==> src/rtl/plc_rx_pkg.sv <==
package plc_rx_pkg;
  localparam int unsigned CODE_W  = 9;
  localparam int unsigned HOUSE_W = 4;
  localparam int unsigned KEY_W   = 5;
  localparam int unsigned FLAGS_W = 8;
  localparam int unsigned FLAG_LOCAL = 0;
  localparam int unsigned FLAG_ERR   = 1;
  localparam int unsigned HC_W = 5;

  localparam logic [HC_W-1:0] HC_FIRST       = 5'd1;
  localparam logic [HC_W-1:0] HC_LAST_START  = 5'd2;
  localparam logic [HC_W-1:0] HC_AFTER_START = 5'd4;
  localparam logic [HC_W-1:0] HC_DONE        = 5'd22;

  typedef enum logic [1:0] {PH_IDLE, PH_START, PH_DATA} phase_e;

  localparam logic [HOUSE_W-1:0] HOUSE_MAP [16] = '{
    4'd12, 4'd4, 4'd2, 4'd10, 4'd14, 4'd6, 4'd0, 4'd8,
    4'd13, 4'd5, 4'd3, 4'd11, 4'd15, 4'd7, 4'd1, 4'd9
  };

  localparam logic [KEY_W-1:0] KEY_MAP [32] = '{
    5'd12, 5'd16, 5'd4,  5'd17, 5'd2,  5'd18, 5'd10, 5'd19,
    5'd14, 5'd20, 5'd6,  5'd21, 5'd0,  5'd22, 5'd8,  5'd23,
    5'd13, 5'd24, 5'd5,  5'd25, 5'd3,  5'd26, 5'd11, 5'd27,
    5'd15, 5'd28, 5'd7,  5'd29, 5'd1,  5'd30, 5'd9,  5'd31
  };

  function automatic logic [HOUSE_W-1:0] house_of(input logic [HOUSE_W-1:0] c);
    return HOUSE_MAP[c];
  endfunction

  function automatic logic [KEY_W-1:0] key_of(input logic [KEY_W-1:0] c);
    return KEY_MAP[c];
  endfunction
endpackage

==> src/rtl/plc_rx_sync.sv <==
module plc_rx_sync #(
  parameter int unsigned STAGES  = 2,
  parameter logic        RST_VAL = 1'b0
) (
  input  logic clk_i,
  input  logic rst_ni,
  input  logic d_i,
  output logic q_o
);
  logic [STAGES-1:0] chain_q;

  always_ff @(posedge clk_i or negedge rst_ni) begin
    if (!rst_ni) chain_q <= {STAGES{RST_VAL}};
    else         chain_q <= {chain_q[STAGES-2:0], d_i};
  end

  assign q_o = chain_q[STAGES-1];
endmodule

==> src/rtl/plc_rx_gap_timer.sv <==
module plc_rx_gap_timer #(
  parameter int unsigned LIMIT = 720,
  parameter int unsigned CNT_W = 10
) (
  input  logic             clk_i,
  input  logic             rst_ni,
  input  logic             restart_i,
  output logic [CNT_W-1:0] gap_o
);
  localparam logic [CNT_W-1:0] SAT = CNT_W'(LIMIT);

  // gap_o equals the clocks elapsed since the last restart, saturating
  always_ff @(posedge clk_i or negedge rst_ni) begin
    if (!rst_ni)          gap_o <= SAT;
    else if (restart_i)   gap_o <= CNT_W'(1);
    else if (gap_o != SAT) gap_o <= gap_o + CNT_W'(1);
  end
endmodule

==> src/rtl/plc_rx_frame.sv <==
module plc_rx_frame
  import plc_rx_pkg::*;
#(
  parameter int unsigned HALF_CLKS    = 120,
  parameter int unsigned MIN_GAP_CLKS = 22,
  parameter int unsigned SILENCE_CLKS = 720,
  parameter int unsigned CNT_W        = 10
) (
  input  logic               clk_i,
  input  logic               rst_ni,
  input  logic               fall_i,
  input  logic               local_i,
  input  logic [CNT_W-1:0]   gap_i,
  output logic               restart_o,
  output logic               busy_o,
  output logic               rec_valid_o,
  output logic [FLAGS_W-1:0] flags_o,
  output logic [HOUSE_W-1:0] house_o,
  output logic [KEY_W-1:0]   key_o
);
  localparam int unsigned TOL = HALF_CLKS / 6;

  function automatic logic near(input int unsigned g, input int unsigned n);
    return ((g + TOL) > (n * HALF_CLKS)) && (g < (n * HALF_CLKS + TOL));
  endfunction

  phase_e            phase_q;
  logic [HC_W-1:0]   hc_q;
  logic [CODE_W-1:0] code_q;
  logic              last_q;
  logic              local_q;

  logic [31:0]       gap_w;
  logic              accept, silent;
  logic              one_ok, two_ok, three_ok;
  logic              bit_one, bit_zero;
  logic [CODE_W-1:0] code_nx;
  logic [HC_W-1:0]   hc_nx;
  logic [FLAGS_W-1:0] flags_ok, flags_err;
  logic              multi_edge;

  assign gap_w    = 32'(gap_i);
  assign accept   = fall_i && ((phase_q == PH_IDLE) || (gap_w >= MIN_GAP_CLKS));
  assign silent   = (phase_q != PH_IDLE) && (gap_w >= SILENCE_CLKS);
  assign one_ok   = near(gap_w, 1);
  assign two_ok   = near(gap_w, 2);
  assign three_ok = near(gap_w, 3);
  assign bit_one  = last_q ? two_ok   : one_ok;
  assign bit_zero = last_q ? three_ok : two_ok;
  assign code_nx  = {code_q[CODE_W-2:0], bit_one};
  assign hc_nx    = hc_q + HC_W'(2);
  assign multi_edge = (phase_q == PH_DATA) || (hc_q >= HC_LAST_START);

  always_comb begin
    flags_ok  = '0;
    flags_err = '0;
    flags_ok[FLAG_LOCAL]  = local_q;
    flags_err[FLAG_LOCAL] = local_q;
    flags_err[FLAG_ERR]   = 1'b1;
  end

  assign restart_o = accept;
  assign busy_o    = (phase_q != PH_IDLE);

  always_ff @(posedge clk_i or negedge rst_ni) begin
    if (!rst_ni) begin
      phase_q     <= PH_IDLE;
      hc_q        <= '0;
      code_q      <= '0;
      last_q      <= 1'b0;
      local_q     <= 1'b0;
      rec_valid_o <= 1'b0;
      flags_o     <= '0;
      house_o     <= '0;
      key_o       <= '0;
    end else begin
      rec_valid_o <= 1'b0;
      if (accept) begin
        unique case (phase_q)
          PH_IDLE: begin
            phase_q <= PH_START;
            hc_q    <= HC_FIRST;
            code_q  <= '0;
            last_q  <= 1'b1;
            local_q <= local_i;
          end
          PH_START: begin
            if (one_ok) begin
              if (hc_q == HC_LAST_START) begin
                hc_q    <= HC_AFTER_START;  // trailing 0 assumed
                phase_q <= PH_DATA;
              end else begin
                hc_q <= hc_q + HC_W'(1);
              end
            end else begin
              phase_q <= PH_IDLE;
            end
          end
          PH_DATA: begin
            if (bit_one || bit_zero) begin
              code_q <= code_nx;
              last_q <= bit_one;
              hc_q   <= hc_nx;
              if (hc_nx == HC_DONE) begin
                rec_valid_o <= 1'b1;
                flags_o     <= flags_ok;
                house_o     <= house_of(code_nx[CODE_W-1 -: HOUSE_W]);
                key_o       <= key_of(code_nx[KEY_W-1:0]);
                phase_q     <= PH_IDLE;
              end
            end else begin
              rec_valid_o <= 1'b1;
              flags_o     <= flags_err;
              house_o     <= '0;
              key_o       <= '0;
              phase_q     <= PH_IDLE;
            end
          end
          default: phase_q <= PH_IDLE;
        endcase
      end else if (silent) begin
        phase_q <= PH_IDLE;
        if (multi_edge) begin
          rec_valid_o <= 1'b1;
          flags_o     <= flags_err;
          house_o     <= '0;
          key_o       <= '0;
        end
      end
    end
  end
endmodule

==> src/rtl/plc_rx_decoder.sv <==
module plc_rx_decoder
  import plc_rx_pkg::*;
#(
  parameter int unsigned HALF_CLKS    = 120,
  parameter int unsigned MIN_GAP_CLKS = 22,
  parameter int unsigned SILENCE_CLKS = 720,
  parameter int unsigned SYNC_STAGES  = 2
) (
  input  logic               clk_i,
  input  logic               rst_ni,
  input  logic               rx_i,
  input  logic               tx_active_i,
  output logic               rec_valid_o,
  output logic [FLAGS_W-1:0] rec_flags_o,
  output logic [HOUSE_W-1:0] rec_house_o,
  output logic [KEY_W-1:0]   rec_key_o
);
  localparam int unsigned CNT_W   = $clog2(SILENCE_CLKS + 1);
  localparam int unsigned N_SYNC  = 2;
  localparam logic [N_SYNC-1:0] SYNC_RST = 2'b01;  // rx idles high

  logic [N_SYNC-1:0] raw_in, synced;
  logic              rx_prev_q;
  logic              fall, restart, busy;
  logic [CNT_W-1:0]  gap;

  assign raw_in = {tx_active_i, rx_i};

  for (genvar i = 0; i < N_SYNC; i++) begin : g_sync
    plc_rx_sync #(
      .STAGES  (SYNC_STAGES),
      .RST_VAL (SYNC_RST[i])
    ) u_sync (
      .clk_i  (clk_i),
      .rst_ni (rst_ni),
      .d_i    (raw_in[i]),
      .q_o    (synced[i])
    );
  end

  always_ff @(posedge clk_i or negedge rst_ni) begin
    if (!rst_ni) rx_prev_q <= 1'b1;
    else         rx_prev_q <= synced[0];
  end

  assign fall = rx_prev_q & ~synced[0];

  plc_rx_gap_timer #(
    .LIMIT (SILENCE_CLKS),
    .CNT_W (CNT_W)
  ) u_timer (
    .clk_i     (clk_i),
    .rst_ni    (rst_ni),
    .restart_i (restart),
    .gap_o     (gap)
  );

  plc_rx_frame #(
    .HALF_CLKS    (HALF_CLKS),
    .MIN_GAP_CLKS (MIN_GAP_CLKS),
    .SILENCE_CLKS (SILENCE_CLKS),
    .CNT_W        (CNT_W)
  ) u_frame (
    .clk_i       (clk_i),
    .rst_ni      (rst_ni),
    .fall_i      (fall),
    .local_i     (synced[1]),
    .gap_i       (gap),
    .restart_o   (restart),
    .busy_o      (busy),
    .rec_valid_o (rec_valid_o),
    .flags_o     (rec_flags_o),
    .house_o     (rec_house_o),
    .key_o       (rec_key_o)
  );
endmodule

==> config.mk <==
export PLATFORM = sky130hd
export DESIGN_NAME = plc_rx_decoder
export DESIGN_NICKNAME = d
export VERILOG_FILES = /design/src/rtl/plc_rx_pkg.sv /design/src/rtl/plc_rx_sync.sv /design/src/rtl/plc_rx_gap_timer.sv /design/src/rtl/plc_rx_frame.sv /design/src/rtl/plc_rx_decoder.sv
export SDC_FILE = /design/constraint.sdc
export NUM_CORES = 1
export LEC_CHECK = 0
export ABC_AREA = 1
export CORE_ASPECT_RATIO = 1.1
export CORE_MARGIN = 2
export CORE_UTILIZATION = 28
export CTS_CLUSTER_DIAMETER = 80
export DETAILED_ROUTE_END_ITERATION = 6
export GPL_TIMING_DRIVEN = 0
export PLACE_DENSITY = 0.43
export SYNTH_ARGS = -nofsm -noshare
export SYNTH_HDL_FRONTEND = slang
export SYNTH_SLANG_ARGS = --single-unit
==> constraint.sdc <==
create_clock -name clk_i -period 5.4 [get_ports clk_i]
set_input_delay 0.81 -clock clk_i [delete_from_list [all_inputs] [get_ports clk_i]]
set_output_delay 0.81 -clock clk_i [all_outputs]
set_load 0.01 [all_outputs]
* Yosys cells after proc, flatten, opt, wreduce, memory -nomap -nowiden *
Memory sizes are Yosys's and may differ from the RTL's.
Cells that the tools add are included.

storage, ports and cells
  input bits = 4
  output and inout bits = 18
  register bits = 50
  logic and storage cells = 112
  bits in read-only memories = 224
  memories = 2

memories
  memory           words  bits a word  rd ports  clocked after Yosys merged registers in  write ports  line              RTL
  (no name shown)  32     5            1         0                                        0            plc_rx_pkg.sv:34  return KEY_MAP[c];
  (no name shown)  16     4            1         0                                        0            plc_rx_pkg.sv:30  return HOUSE_MAP[c];

operators by class
  add/subtract/negate cells = 4
  equality and inequality tests = 11
  reduce and logical (&&, ||, !) cells = 20
  mux-type cells = 47
  order comparisons = 11
  bitwise gates (word level) = 4

operators by type and width
  cell                                                                              count
  8-bit two-way mux                                                                 7
  5-bit two-way mux                                                                 11
  32-bit by 7-bit greater-than comparator with 1-bit output, second input constant  1
  32-bit by 8-bit greater-than comparator with 1-bit output, second input constant  1
  32-bit by 9-bit greater-than comparator with 1-bit output, second input constant  1
  4-bit two-way mux                                                                 8
  10-bit by 9-bit < comparator with 1-bit output, second input constant             2
  10-bit two-way mux                                                                2
  8-bit case mux with 2 select lines                                                1
  5-bit case mux with 3 select lines                                                1
  2-bit two-way mux                                                                 6
  10-bit by 5-bit adder with 11-bit output, second input constant                   1
  10-bit by 1-bit adder with 10-bit output, second input constant                   1
  10-bit >= comparator, second input constant                                       1
  10-bit by 5-bit >= comparator with 1-bit output, second input constant            1
  10-bit by 8-bit < comparator with 1-bit output, second input constant             1
  10-bit != test, second input constant                                             1
  2-bit nonzero test                                                                5
  1-bit two-way mux                                                                 9
  4-bit != test, second input constant                                              2
  4-bit AND reduction                                                               2
  6-bit >= comparator, second input constant                                        1
  5-bit NOT with 6-bit output                                                       1
  2-bit case mux with 3 select lines                                                1
  21 further kinds                                                                  29

* Logic depth before layout (Yosys ltp) *
Gate-level depths: netlist of the first run.

  depth after elaboration = 12
  gate-level depth with buffers = 19
  depth with buffers taken out = 19

* By module *
Synthesis of the first run repeated with hierarchy kept, for this count alone.

unflattened totals
  cells, all modules = 399
  area, all modules = 3,041.7 sq um

modules (own cells, without submodules)
  module                          instances  sequential area each (sq um)  cells each  area an instance (sq um)
  plc_rx_frame                    1          725.7                         313         2,322.2
  plc_rx_gap_timer                1          255.2                         79          580.6
  plc_rx_sync (g_sync[0].u_sync)  1          52.6                          2           52.6
  plc_rx_sync (g_sync[1].u_sync)  1          50.0                          2           50.0
  plc_rx_decoder                  1          26.3                          3           36.3

* Least setup slack after synthesis of the first run *
OpenSTA, ideal clock, no wires.

  path kind = flip-flop to flip-flop
  start = reg u_timer.gap_o[2]
  end = reg u_frame.key_o[1]
  stages on the path, launching flop included = 15
  setup time = 117 ps
  data required time = 5,283 ps
  arrival = 2,342 ps
  path buffers = 0
  clock period less this slack = 2,458 ps
  path slack = 2,942 ps
  cell sequence = dfrtp_1 > ha_1 > inv_1 > nand2_1 > o31ai_1 > nand3_4 > nand2_1 > inv_1 > ha_1 > mux2i_1 > nand2_1 > nand3_1 > nor2_1 > nand2_1 > nand2_1

between the ends
  cells in the longest elaborated chain, start to end = 12

ends and longest elaborated chain
  item                                                                                                                                           line                    RTL
  start, declared                                                                                                                                plc_rx_gap_timer.sv:8   output logic [CNT_W-1:0] gap_o
  start signal, assigned                                                                                                                         plc_rx_gap_timer.sv:16  else if (gap_o != SAT) gap_o <= gap_o + CNT_W'(1);
  10-bit by 5-bit adder with 11-bit output                                                                                                       plc_rx_frame.sv:24      return ((g + TOL) > (n * HALF_CLKS)) && (g < (n * HALF_CLKS + TOL));
  32-bit by 7-bit greater-than comparator with 1-bit output / 32-bit by 8-bit greater-than comparator with 1-bit output (equally long branches)  plc_rx_frame.sv:24
  1-bit logical AND                                                                                                                              plc_rx_frame.sv:24
  1-bit two-way mux                                                                                                                              plc_rx_frame.sv:48      assign bit_one = last_q ? two_ok : one_ok;
  5-bit NOT with 6-bit output (not written as such)                                                                                              plc_rx_pkg.sv:34
  memory read 32 x 5 bit                                                                                                                         -
  5-bit two-way mux (not written as such) (2 in series)                                                                                          plc_rx_pkg.sv:34
  5-bit two-way mux                                                                                                                              plc_rx_frame.sv:104     if (hc_nx == HC_DONE) begin
  5-bit two-way mux                                                                                                                              plc_rx_frame.sv:100     if (bit_one || bit_zero) begin
  5-bit two-way mux                                                                                                                              plc_rx_frame.sv:79      unique case (phase_q)
  5-bit two-way mux                                                                                                                              plc_rx_frame.sv:78      if (accept) begin
  end signal, assigned                                                                                                                           plc_rx_frame.sv:108     key_o <= key_of(code_nx[KEY_W-1:0]);
  end, declared                                                                                                                                  plc_rx_frame.sv:19      output logic [KEY_W-1:0] key_o

Several ways; a longest one is shown, not always the timed one. The select of a mux whose other input is x is not followed.
A chain may end at the register's enable or synchronous reset.

* Worst setup path after layout of the first run *
Ends and elaborated chain as after synthesis.

==> results of run 1 <==
==> cell families after synthesis <==
logic type                 count (synthesis)
xor gates and xnor gates                   7
adders and majority gates                 19
buffers and inverters                     58
DFF                                       44
muxes                                      2
AOI/OAI and AO/OA                         49
other                                      1
and+or+nand+nor                          204
==> cells in the final DEF, fill, tap and decap left out, types with 2 or more instances in the layout <==
cell / count
nand2_1: 123
inv_1: 42
dfrtp_1: 37
nand3_1: 29
nor2_1: 23
o21ai_0: 22
ha_1: 19
clkdlybuf4s50_1: 14
a21oi_1: 12
o21ai_1: 8
nand4_1: 7
dfstp_2: 7
nor3_1: 6
buf_4: 6
conb_1: 6
clkbuf_8: 6
buf_2: 4
xnor2_1: 4
nand2_2: 3
xor2_1: 3
clkbuf_1: 3
buf_6: 2
nand3_4: 2
o21ai_2: 2
and2_1: 2
nand3b_1: 2
==> layout make-up <==
class                           count  area [um^2]  area share
Timing Repair Buffer               16          165      0.0496
Clock inverter                      2         38.8      0.0116
Inverter                           44          165      0.0496
Clock buffer                        6         82.6      0.0248
Multi-Input combinational cell    287         1530       0.458
Sequential cell                    44         1110       0.333
Tap cell                          120          150      0.0451
Buffer                             14         93.8      0.0282
==> path summary, 6_finish.rpt <==
path / slack (ns) / to / cells past startpoint / start
max: 2.52 / u_frame.key_o[1]$_DFFE_PN0P_ / 14 / u_timer.gap_o[2]$_DFFE_PN0P_
min in group asynchronous: 0.42 / u_frame.hc_q[3]$_DFFE_PN0P_ / 1 / rst_ni
min: 0.36 / g_sync[0].u_sync.chain_q[1]$_DFF_PN1_ / 0 / g_sync[0].u_sync.chain_q[0]$_DFF_PN1_
min reg2reg: 0.36 / g_sync[0].u_sync.chain_q[1]$_DFF_PN1_ / 0 / g_sync[0].u_sync.chain_q[0]$_DFF_PN1_
max in group asynchronous: 4.41 / u_timer.gap_o[9]$_DFFE_PN1P_ / 2 / rst_ni
max reg2reg: 2.52 / u_frame.key_o[1]$_DFFE_PN0P_ / 14 / u_timer.gap_o[2]$_DFFE_PN0P_
==> per-layer routing <==
layer	part of all wire	routed length (um)	vias to the layer above
met2	0.48	3270	21
met1	0.49	3300	1164
met3	0.020	135	4
met4	0.0081	55	0
met5	0	0	-
li1	-	-	1280
==> through the flow <==
| stage | cells | area [um^2] |
|---|---|---|
| floorplan | 389 | 2890 |
| finish | 533 | 3330 |
| global route | 533 | 3330 |
| global placement | 524 | 3190 |
| detailed placement | 525 | 3210 |
| CTS | 533 | 3330 |
==> critical path: cells and delay by family (launching register included) <==
kind                     cells  cell delay, ns
AND/OR/NAND/NOR              8            0.89
adder cells (fa/ha/maj)      2            0.55
AO/OA/AOI/OAI                1            0.55
flip-flops                   1            0.48
buffers and inverters        2            0.18
multiplexers                 1            0.15
==> power groups by stage <==
stage / Combinational [W] / Sequential, W / Clock (W)
after global placement: 0.000221 / 0.000406 / 0
after detailed placement: 0.000220 / 0.000406 / 0
after CTS: 0.000223 / 0.000399 / 0.000290
final: 0.000219 / 0.000399 / 0.000274
after floorplan: 0.000165 / 0.000393 / 0
after global routing: 0.000255 / 0.000405 / 0.000305
==> state kept, by name, summed over array words and instances (netlist names), 2 cells and up <==
register and cells:
g_sync.u_sync.chain_q 4, u_timer.gap_o 10, u_frame.hc_q 5, u_frame.key_o 5, u_frame.phase_q 2, u_frame.code_q 8, u_frame.flags_o 2, u_frame.house_o 4
==> summary.txt, run 1 <==
Clock network
  – H-tree levels: 2
  – CTS-repair resized insts: 0
  – CTS tree: built
  – Clk root buf: clkbuf_8
  – Clk pin slew, worst setup/hold paths: 0.09 ns
  – TritonCTS Buffers: 5
  – Total clock sinks: 44
  – Clk_lat worst skew: 0.30 ns
  – Post-CTS setup buffers: 0
  – Clock tree buffer depth: 2
  – Hold_buf cts: 0

Global routing
  – M3 GR Usage: 0.0189
  – M2 GR Usage: 0.238
  – Vias in the first global route: 2,526
  – Pin count of the biggest net entering global routing: 31
  – Initial antenna violation count: 0
  – Overall Global Routing Usage: 0.137
  – Grt total ovfl: 0
  – GRT met1 Usage: 0.181
  – Top Usage Layer GRT: met2
  – First-pass GRT wire length: 12.1 mm

Floorplan
  – Initial Utilization: 0.289
  – Die width: 101 um
  – FP Rows: 38
  – DIE AREA: 11,100 um^2
  – IO Count: 22
  – Die Y: 110 um
  – Core box area: 9940 um^2

Synthesis
  – Post-synth EDFFs: 0
  – Most frequent cells after synthesis: 123 x nand2_1, 42 x inv_1, 37 x dfrtp_1
  – Netlist cell types: 40
  – Multiplexer area fraction after synthesis: 0.00740
  – Post-synthesis compound-gate area fraction: 0.0957
  – Simple-gate area share of the yosys netlist: 0.315
  – Register area share after synthesis: 0.386
  – Largest family of logic cells by synthesized area: simple AND/OR/NAND/NOR gates
  – Yosys top cell area share: 0.322
  – Top post-synthesis cells by area: dfrtp_1 32%, nand2_1 16%, ha_1 8.3%, dfstp_2 6.4%, inv_1 5.5%
  – Mapped cell area: 2880 um^2
  – Yosys Warn Count: 0
  – Cells after Synth: 384
  – Yosys top cell by area: dfrtp_1
  – Synth Area in XOR/XNOR: 0.0213
  – Main flop type after synthesis: dfrtp_1
  – Asr flop ratio synth: 1.00
  – Adder-Cell Fraction of Synth Area: 0.0827
  – Most instantiated library cell after synthesis: nand2_1
  – Syn_area_per_cell: 7.49 um^2
  – Yosys reg bits: 44

Final layout
  – Final net count: 435
  – Layout Utilization: 0.335
  – Share of post-route cells with drive strength above 1: 0.104
  – Area added between synthesis and finish: 15.8%
  – Fillers: 1,066
  – N_diodes: 0

Power
  – Seq pwr share: 0.447
  – Design Power: 0.000892 W
  – Pint: 0.000589 W
  – Pwr Density: 268 nW/um^2
  – Clock share of power: 0.307
  – Combinational share of power: 0.246
  – Sw frac: 0.340
  – Psw: 0.000304 W
  – P_leak: 1.63 nW
  – VDD IR-drop max: 0.0845 mV

Routing
  – Detailed Route WL: 6.77 mm
  – 1st-iter DRT viols: 82
  – # DRC: 0
  – Vias per cell: 4.63
  – Detailed Routing Iterations Pass 1: 4
  – Per-cell routed wire length: 12.7 um
  – Final ANT Viol Nets: 0
  – Routed vias: 2,469

Critical path
  – Worst EP arrival: 3.08 ns
  – Crit end category: flip-flop
  – Most used cell, CP: nand2_1
  – CP max stage delay: 0.55 ns
  – Setup Crit Path Kind: reg -> reg
  – Worst-path fanout max: 9
  – Slowest stage cell, crit path: o31ai_1
  – Crit path cell chain: ha_1 > inv_1 > nand2_1 > o31ai_1 > nand3_4 > nand2_1 > inv_1 > ha_1 > mux2i_1 > nand2_1 > nand3_1 > nor2_1 > nand2_1 > nand2_1
  – Crit path launch type: flip-flop
  – Crit path required time: 5.60 ns

Placement
  – DP HPWL: 5.19 mm
  – Placer Congestion: 0.795
  – Pre-CTS setup slack: 2.53 ns
  – Input/output buffers: 15

Timing
  – Final Hold Vio Count: 0
  – Worst Skew: 0.00657 ns
  – Final worst setup slack: 2.52 ns
  – Final TNS setup: 0 ns
  – Pins over their slew limit: 0
  – Crit share post-route: 0.534
  – Tightest Pin Transition: 0.575 ns
  – Setup-failing EPs final: 0
  – Slew margin rel.: 0.613
  – Final hold slack: 0.362 ns
  – RSZ-0062 raised after global routing: false
  – Peak Freq: 347 MHz
  – Minimum clock period: 2.88 ns

Min path
  – HP Class: reg -> reg

Status
  – Status: finished clean

Flow run
  – Max Cap Viol: 0
No activity file was read; power rests on OpenSTA's default activity.
==> inputs of run 2 (changes only) <==
clock period = 2.7 ns   (was 5.4 ns; I/O delays follow)
==> run 2 against run 1 <==
Count of clock-buffer cells in the layout unchanged. Setup slack worse by 2.3 ns. Critical path depth is 5 higher. Final area is 2.5% higher. Register-to-register slack got worse by 2.3 ns. Global-route usage barely moved. Wire length increased by 1.5%. Cell count grew 1.3%. Sequential power rose by 98%. Critical endpoint unchanged. Highest routed layer unchanged.
==> summary.txt, run 2 (synthesis results as in run 1) <==
Critical path
  – Reg2reg start: u_timer.gap_o[2]$_DFFE_PN0P_
  – Worst EP arrival: 2.69 ns (-0.39 ns)
  – Crit end category: flip-flop
  – Crit path required time: 2.90 ns (-2.70 ns)
  – Worst setup path start: u_timer.gap_o[2]$_DFFE_PN0P_
  – Crit path launch type: flip-flop
  – Worst-path fanout max: 5 (-4)
  – Setup Crit Path Kind: reg -> reg

Power
  – Seq pwr share: 0.430 (-0.017)
  – Pint: 0.00122 W (+110%)
  – Combinational share of power: 0.268 (+0.022)
  – Clock share of power: 0.302 (-0.005)
  – VDD IR-drop max: 0.169 mV (+100%)
  – Pwr Density: 539 nW/um^2 (+100%)
  – Psw: 0.000625 W (+110%)
  – Sw frac: 0.340 (-0.000486)
  – P_leak: 1.66 nW (+1.6%)

Routing
  – Detailed Route WL: 6.87 mm (+1.5%)
  – Routed vias: 2,515 (+1.9%)
  – # DRC: 0 (unchanged)
  – 1st-iter DRT viols: 70 (-15%)
  – Per-cell routed wire length: 12.7 um (+0.18%)
  – Final ANT Viol Nets: 0 (unchanged)
  – Vias per cell: 4.66 (+0.54%)
  – Detailed Routing Iterations Pass 1: 4 (unchanged)

Placement
  – Area post-placement: 3210 um^2 (unchanged)
  – Input/output buffers: 15 (unchanged)
  – DP HPWL: 5.19 mm (unchanged)
  – Placer Congestion: 0.795 (unchanged)

Global routing
  – Vias in the first global route: 2,532 (+0.24%)
  – Pin count of the biggest net entering global routing: 31 (unchanged)
  – Initial antenna violation count: 0 (unchanged)
  – Overall Global Routing Usage: 0.138 (+0.000402)
  – First-pass GRT wire length: 12.2 mm (+0.28%)
  – Grt total ovfl: 0 (unchanged)

Clock network
  – TritonCTS Buffers: 5 (unchanged)
  – CTS tree: built
  – Clk_lat worst skew: 0.31 ns (about the same)
  – Clock tree buffer depth: 2 (unchanged)
  – Clk pin slew, worst setup/hold paths: 0.10 ns (about the same)
  – H-tree levels: 2 (unchanged)
  – Clk root buf: clkbuf_8
  – Total clock sinks: 44 (unchanged)

Floorplan
  – FP Rows: 38 (unchanged)
  – Die Y: 110 um (unchanged)
  – Initial Utilization: 0.289 (unchanged)
  – DIE AREA: 11,100 um^2 (unchanged)
  – Core box area: 9940 um^2 (unchanged)
  – Die width: 101 um (unchanged)
  – IO Count: 22 (unchanged)

Timing
  – Peak Freq: 402 MHz (+16%)
  – Minimum clock period: 2.49 ns (-0.398 ns)
  – Final Hold Vio Count: 0 (unchanged)
  – Setup-failing EPs final: 0 (unchanged)
  – Final hold slack: 0.00388 ns (-0.359 ns)
  – Crit share post-route: 0.921 (+0.387)
  – Pins over their slew limit: 0 (unchanged)
  – Final TNS setup: 0 ns (unchanged)
  – Worst Skew: 0.00832 ns (+0.00175 ns)

Final layout
  – Design Area, Final: 3410 um^2 (+2.5%)
  – Layout Utilization: 0.343 (+0.00831)
  – Area added between synthesis and finish: 18.7%
  – Largest Register: u_timer.gap_o
  – Final net count: 442 (+1.6%)
  – Fillers: 1,074 (+0.75%)
  – Most common library cell in the layout ignoring fill and taps: nand2_1
  – Max FFs per register: 10 (unchanged)
  – Top Registers: u_timer.gap_o: 10 flops, u_frame.code_q: 8 flops
  – Most frequent cells in the layout: 121 x nand2_1, 42 x inv_1, 35 x dfrtp_1, 28 x nand3_1, 22 x o21ai_0
  – Share of post-route cells with drive strength above 1: 0.140 (+0.0364)
  – N_diodes: 0 (unchanged)

Min path
  – HP Class: in -> async

Status
  – Status: finished clean

Flow run
  – Max Cap Viol: 0 (unchanged)
run 2: cell types whose count changed in the layout (fill, tap and decap cells not counted), moves of 2 or more:
cell     change
buf_4        +7
dfrtp_1      -2
dfrtp_2      +2
nand2_1      -2
nor2_1       -2
nor2_2       +2
run 2: cell type report:
| type | count | area [um^2] | area share |
|---|---|---|---|
| Buffer | 14 | 93.8 | 0.0275 |
| Multi-Input combinational cell | 287 | 1550 | 0.455 |
| Clock buffer | 6 | 82.6 | 0.0242 |
| Inverter | 44 | 165 | 0.0484 |
| Sequential cell | 44 | 1110 | 0.326 |
| Clock inverter | 2 | 38.8 | 0.0114 |
| Tap cell | 120 | 150 | 0.0440 |
| Timing Repair Buffer | 23 | 218 | 0.0638 |
run 2: path summary, 6_finish.rpt:
| check | end | slack [ns] | cells after the start |
|---|---|---|---|
| max | u_frame.key_o[1]$_DFFE_PN0P_ | 0.21 | 19 |
| min | u_timer.gap_o[1]$_DFFE_PN0P_ | 0.004 | 1 |
| max reg2reg | u_frame.key_o[1]$_DFFE_PN0P_ | 0.21 | 19 |
| min reg2reg | rx_prev_q$_DFF_PN1_ | 0.36 | 0 |
| max in group asynchronous | u_timer.gap_o[9]$_DFFE_PN1P_ | 2.12 | 2 |
| min in group clk_i | rx_prev_q$_DFF_PN1_ | 0.36 | 0 |
run 2: critical path, cell delays in order, from the launching register on:
cell and delay, ns:
dfrtp_2 0.41, ha_2 0.20, inv_1 0.07, nand2_2 0.11
nand2_1 0.06, nand2_1 0.08, nand3_1 0.08, nor2_1 0.13
nand2_1 0.08, nand2_2 0.11, nand3_4 0.12, nand2_4 0.12
inv_1 0.05, ha_1 0.26, mux2i_1 0.15, nand2_1 0.08
nand3_1 0.10, nor2_2 0.05, nand2_1 0.06, nand2_1 0.05
run 2: power groups by stage:
stage                     combinational, W  clock, W  sequential, W
after global routing              0.000570  0.000608       0.000800
after CTS                         0.000447  0.000580       0.000799
after floorplan                   0.000330         0       0.000785
final                             0.000494  0.000556       0.000791
after global placement            0.000442         0       0.000812
after detailed placement          0.000441         0       0.000811
run 2: metal layers:
layer / routed length, um / vias to the layer above / GRT usage
met5: 0 / - / 0
li1: - / 1294 / -
met1: 3320 / 1193 / 0.181
met4: 55 / 0 / 0.0352
met3: 146 / 4 / 0.0189
met2: 3340 / 24 / 0.239
run 2: repair_timing:
| item | CTS | global route |
|---|---|---|
| setup endpoints to repair | 1 | 1 |
| pin swaps | 0 | 1 |
| setup buffers | 0 | 7 |
| hold endpoints to repair | 0 | 0 |
| gates resized for setup | 3 | 7 |
| hold buffers | 0 | 0 |
run 2: per-stage QoR:
| step | std cells | power, W | setup slack (ns) |
|---|---|---|---|
| 2_1_floorplan | 389 | 0.00112 | 0.242 |
| 3_3_place_gp | 524 | 0.00125 | -0.222 |
| 3_5_place_dp | 525 | 0.00125 | -0.166 |
| 4_1_cts | 533 | 0.00183 | 0.0127 |
| 5_1_grt | 540 | 0.00198 | -0.0196 |
| 6_report | 540 | 0.00184 | 0.213 |
==> inputs of run 3 (changes only) <==
SLEW_MARGIN = 20   (was unset)
==> run 3 against run 2 <==
Wire length is 0.48% lower. Hold slack better by 0.0056 ns. Via count is 0.60% lower. Critical path depth stayed put. Die area stayed put. Register-to-register slack better by 0.06 ns. Clock skew is 0.0017 ns lower. First-iteration DRC count is 34% higher. Largest cell class unchanged.
==> summary.txt, run 3 (synthesis results as in run 1) <==
Global routing
  – Grt total ovfl: 0 (unchanged)
  – GRT met1 Usage: 0.182 (+0.00118)
  – First-pass GRT wire length: 12.0 mm (-1.1%)
  – Pin count of the biggest net entering global routing: 31 (unchanged)
  – M3 GR Usage: 0.0189 (unchanged)
  – Initial antenna violation count: 0 (unchanged)
  – Top Usage Layer GRT: met2
  – M2 GR Usage: 0.231 (-0.00810)
  – Overall Global Routing Usage: 0.136 (-0.00187)
  – Vias in the first global route: 2,484 (-1.9%)

Final layout
  – Share of post-route cells with drive strength above 1: 0.138 (-0.00238)
  – Max FFs per register: 10 (unchanged)
  – N_diodes: 0 (unchanged)
  – Most common library cell in the layout ignoring fill and taps: nand2_1
  – Largest Register: u_timer.gap_o
  – Most frequent cells in the layout: 121 x nand2_1, 42 x inv_1, 35 x dfrtp_1, 28 x nand3_1
  – Top Registers: u_timer.gap_o: 10 flops, u_frame.code_q: 8 flops
  – FF+latch area: 1110 um^2 (unchanged)
  – Area added between synthesis and finish: 18.4%
  – Multi-input gate area: 1550 um^2 (-0.16%)
  – Design Area, Final: 3400 um^2 (-0.26%)
  – Post-route insts no fill: 540 (unchanged)
  – Final net count: 442 (unchanged)
  – Fillers: 1,077 (+0.28%)

Critical path
  – Reg-to-reg critical path endpoint: u_frame.key_o[1]$_DFFE_PN0P_
  – Slowest stage cell, crit path: dfrtp_2
  – Crit path cell chain: ha_2 > inv_1 > nand2_2 > nand2_1 > nand2_1 > nand3_1 > nor2_2 > nand2_1 > nand2_2 > nand3_4 > nand2_4 > inv_1 > ha_1 > mux2i_1 > nand2_1 > nand3_1 > nor2_1 > nand2_1 > nand2_1
  – CP bufs+invs: 2 (unchanged)
  – Reg2reg start: u_timer.gap_o[3]$_DFFE_PN0P_
  – Crit path launch type: flip-flop
  – Crit end category: flip-flop
  – R2R Setup Slk: 0.27 ns (+0.06 ns)
  – Setup Crit Path Kind: reg -> reg
  – CP top delay family: simple AND/OR/NAND/NOR gates
  – Worst EP arrival: 2.62 ns (-0.07 ns)
  – Worst-path fanout max: 5 (unchanged)
  – Reg2Reg Depth: 19 (unchanged)
  – Crit path required time: 2.90 ns (about the same)
  – Most used cell, CP: nand2_1
  – CP max stage delay: 0.41 ns (about the same)

Placement
  – Input/output buffers: 15 (unchanged)
  – Pre-CTS setup slack: -0.171 ns (-0.00479 ns)
  – Post-Place Cells: 525 (unchanged)
  – DP HPWL: 5.19 mm (+0.13%)
  – Area post-placement: 3210 um^2 (unchanged)
  – Placer Congestion: 0.795 (unchanged)

Timing
  – RSZ-0062 raised after global routing: false
  – Crit share post-route: 0.899 (-0.0223)
  – Final worst setup slack: 0.273 ns (+0.0603 ns)
  – Worst Skew: 0.00666 ns (-0.00166 ns)
  – Peak Freq: 412 MHz (+2.5%)
  – Minimum clock period: 2.43 ns (-0.0603 ns)
  – Final TNS setup: 0 ns (unchanged)
  – Pins over their slew limit: 0 (unchanged)
  – Setup-failing EPs final: 0 (unchanged)
  – Final Hold Vio Count: 0 (unchanged)

Floorplan
  – Core box area: 9940 um^2 (unchanged)
  – Initial Utilization: 0.289 (unchanged)
  – Die width: 101 um (unchanged)
  – DIE AREA: 11,100 um^2 (unchanged)
  – FP Rows: 38 (unchanged)
  – IO Count: 22 (unchanged)
  – Die Y: 110 um (unchanged)

Routing
  – Per-cell routed wire length: 12.7 um (-0.48%)
  – Routed vias: 2,500 (-0.60%)
  – Detailed Route WL: 6.83 mm (-0.48%)
  – Detailed Routing Iterations Pass 1: 4 (unchanged)
  – 1st-iter DRT viols: 94 (+34%)
  – # DRC: 0 (unchanged)
  – Final ANT Viol Nets: 0 (unchanged)
  – Vias per cell: 4.63 (-0.60%)

Clock network
  – Clk pin slew, worst setup/hold paths: 0.09 ns (about the same)
  – Clk root buf: clkbuf_8
  – Clk_lat worst skew: 0.30 ns (about the same)
  – Clock tree buffer depth: 2 (unchanged)
  – H-tree levels: 2 (unchanged)
  – Total clock sinks: 44 (unchanged)
  – Hold_buf cts: 0 (unchanged)
  – CTS tree: built
  – TritonCTS Buffers: 5 (unchanged)

Power
  – Design Power: 0.00182 W (-1.2%)
  – P_leak: 1.65 nW (-0.46%)
  – Pwr Density: 534 nW/um^2 (-0.94%)
  – VDD IR-drop max: 0.216 mV (+28%)

Status
  – Status: finished clean

Min path
  – HP Class: in -> async

Flow run
  – Max Cap Viol: 0 (unchanged)
run 3: worst register-to-register path, stage by stage, from the launching register on:
cell     delay (ns)
dfrtp_2        0.41
ha_2           0.21
inv_1          0.07
nand2_2        0.12
nand2_1        0.06
nand2_1        0.08
nand3_1        0.09
nor2_2         0.11
nand2_1        0.07
nand2_2        0.11
nand3_4        0.12
nand2_4        0.11
inv_1          0.04
ha_1           0.26
mux2i_1        0.15
nand2_1        0.07
nand3_1        0.08
nor2_1         0.06
nand2_1        0.06
nand2_1        0.05
run 3: worst max path at each step:
stage | slack, ns | cells past startpoint | start | end
after global routing | 0.01 | 19 | u_timer.gap_o[3]$_DFFE_PN0P_ | u_frame.key_o[1]$_DFFE_PN0P_
after CTS | 0.01 | 19 | u_timer.gap_o[2]$_DFFE_PN0P_ | u_frame.key_o[1]$_DFFE_PN0P_
final | 0.27 | 19 | u_timer.gap_o[3]$_DFFE_PN0P_ | u_frame.key_o[1]$_DFFE_PN0P_
after floorplan | 0.24 | 14 | u_timer.gap_o[2]$_DFFE_PN0P_ | u_frame.key_o[1]$_DFFE_PN0P_
after global placement | -0.22 | 14 | u_timer.gap_o[2]$_DFFE_PN0P_ | u_frame.key_o[1]$_DFFE_PN0P_
after detailed placement | -0.17 | 14 | u_timer.gap_o[2]$_DFFE_PN0P_ | u_frame.key_o[1]$_DFFE_PN0P_
run 3: per-layer routing:
layer / vias to the layer above / part of all wire
met5: - / 0
met4: 0 / 0.011
met3: 6 / 0.020
met2: 26 / 0.48
met1: 1174 / 0.49
li1: 1294 / -
run 3: final cells by class:
class / instances / area share
Timing Repair Buffer: 23 / 0.0639
Clock buffer: 5 / 0.0202
Buffer: 14 / 0.0276
Clock inverter: 3 / 0.0136
Multi-Input combinational cell: 287 / 0.455
Tap cell: 120 / 0.0441
Sequential cell: 44 / 0.327
Inverter: 44 / 0.0485
run 3: where the power goes:
group,total (W),leakage (nW),internal (W),switching [W]
Sequential,0.000790,0.568,0.000723,0.0000674
Clock,0.000530,0.0548,0.000279,0.000251
Combinational,0.000499,1.03,0.000190,0.000308
Total,0.00182,1.65,0.00119,0.000627
run 3: what timing repair did:
action | CTS | global route
resized for setup | 4 | 5
setup endpoints to repair | 1 | 1
buffers inserted | 0 | 7
endpoints found under the hold margin | 0 | 0
pin swaps | 1 | 1
run 3: metrics by stage:
step | hold WS [ns] | utilization
CTS | 0.0218 | 0.336
global route | 0.0297 | 0.343
floorplan | 0.109 | -
global placement | 0.335 | 0.321
detailed placement | 0.343 | 0.323
finish | 0.00952 | 0.343
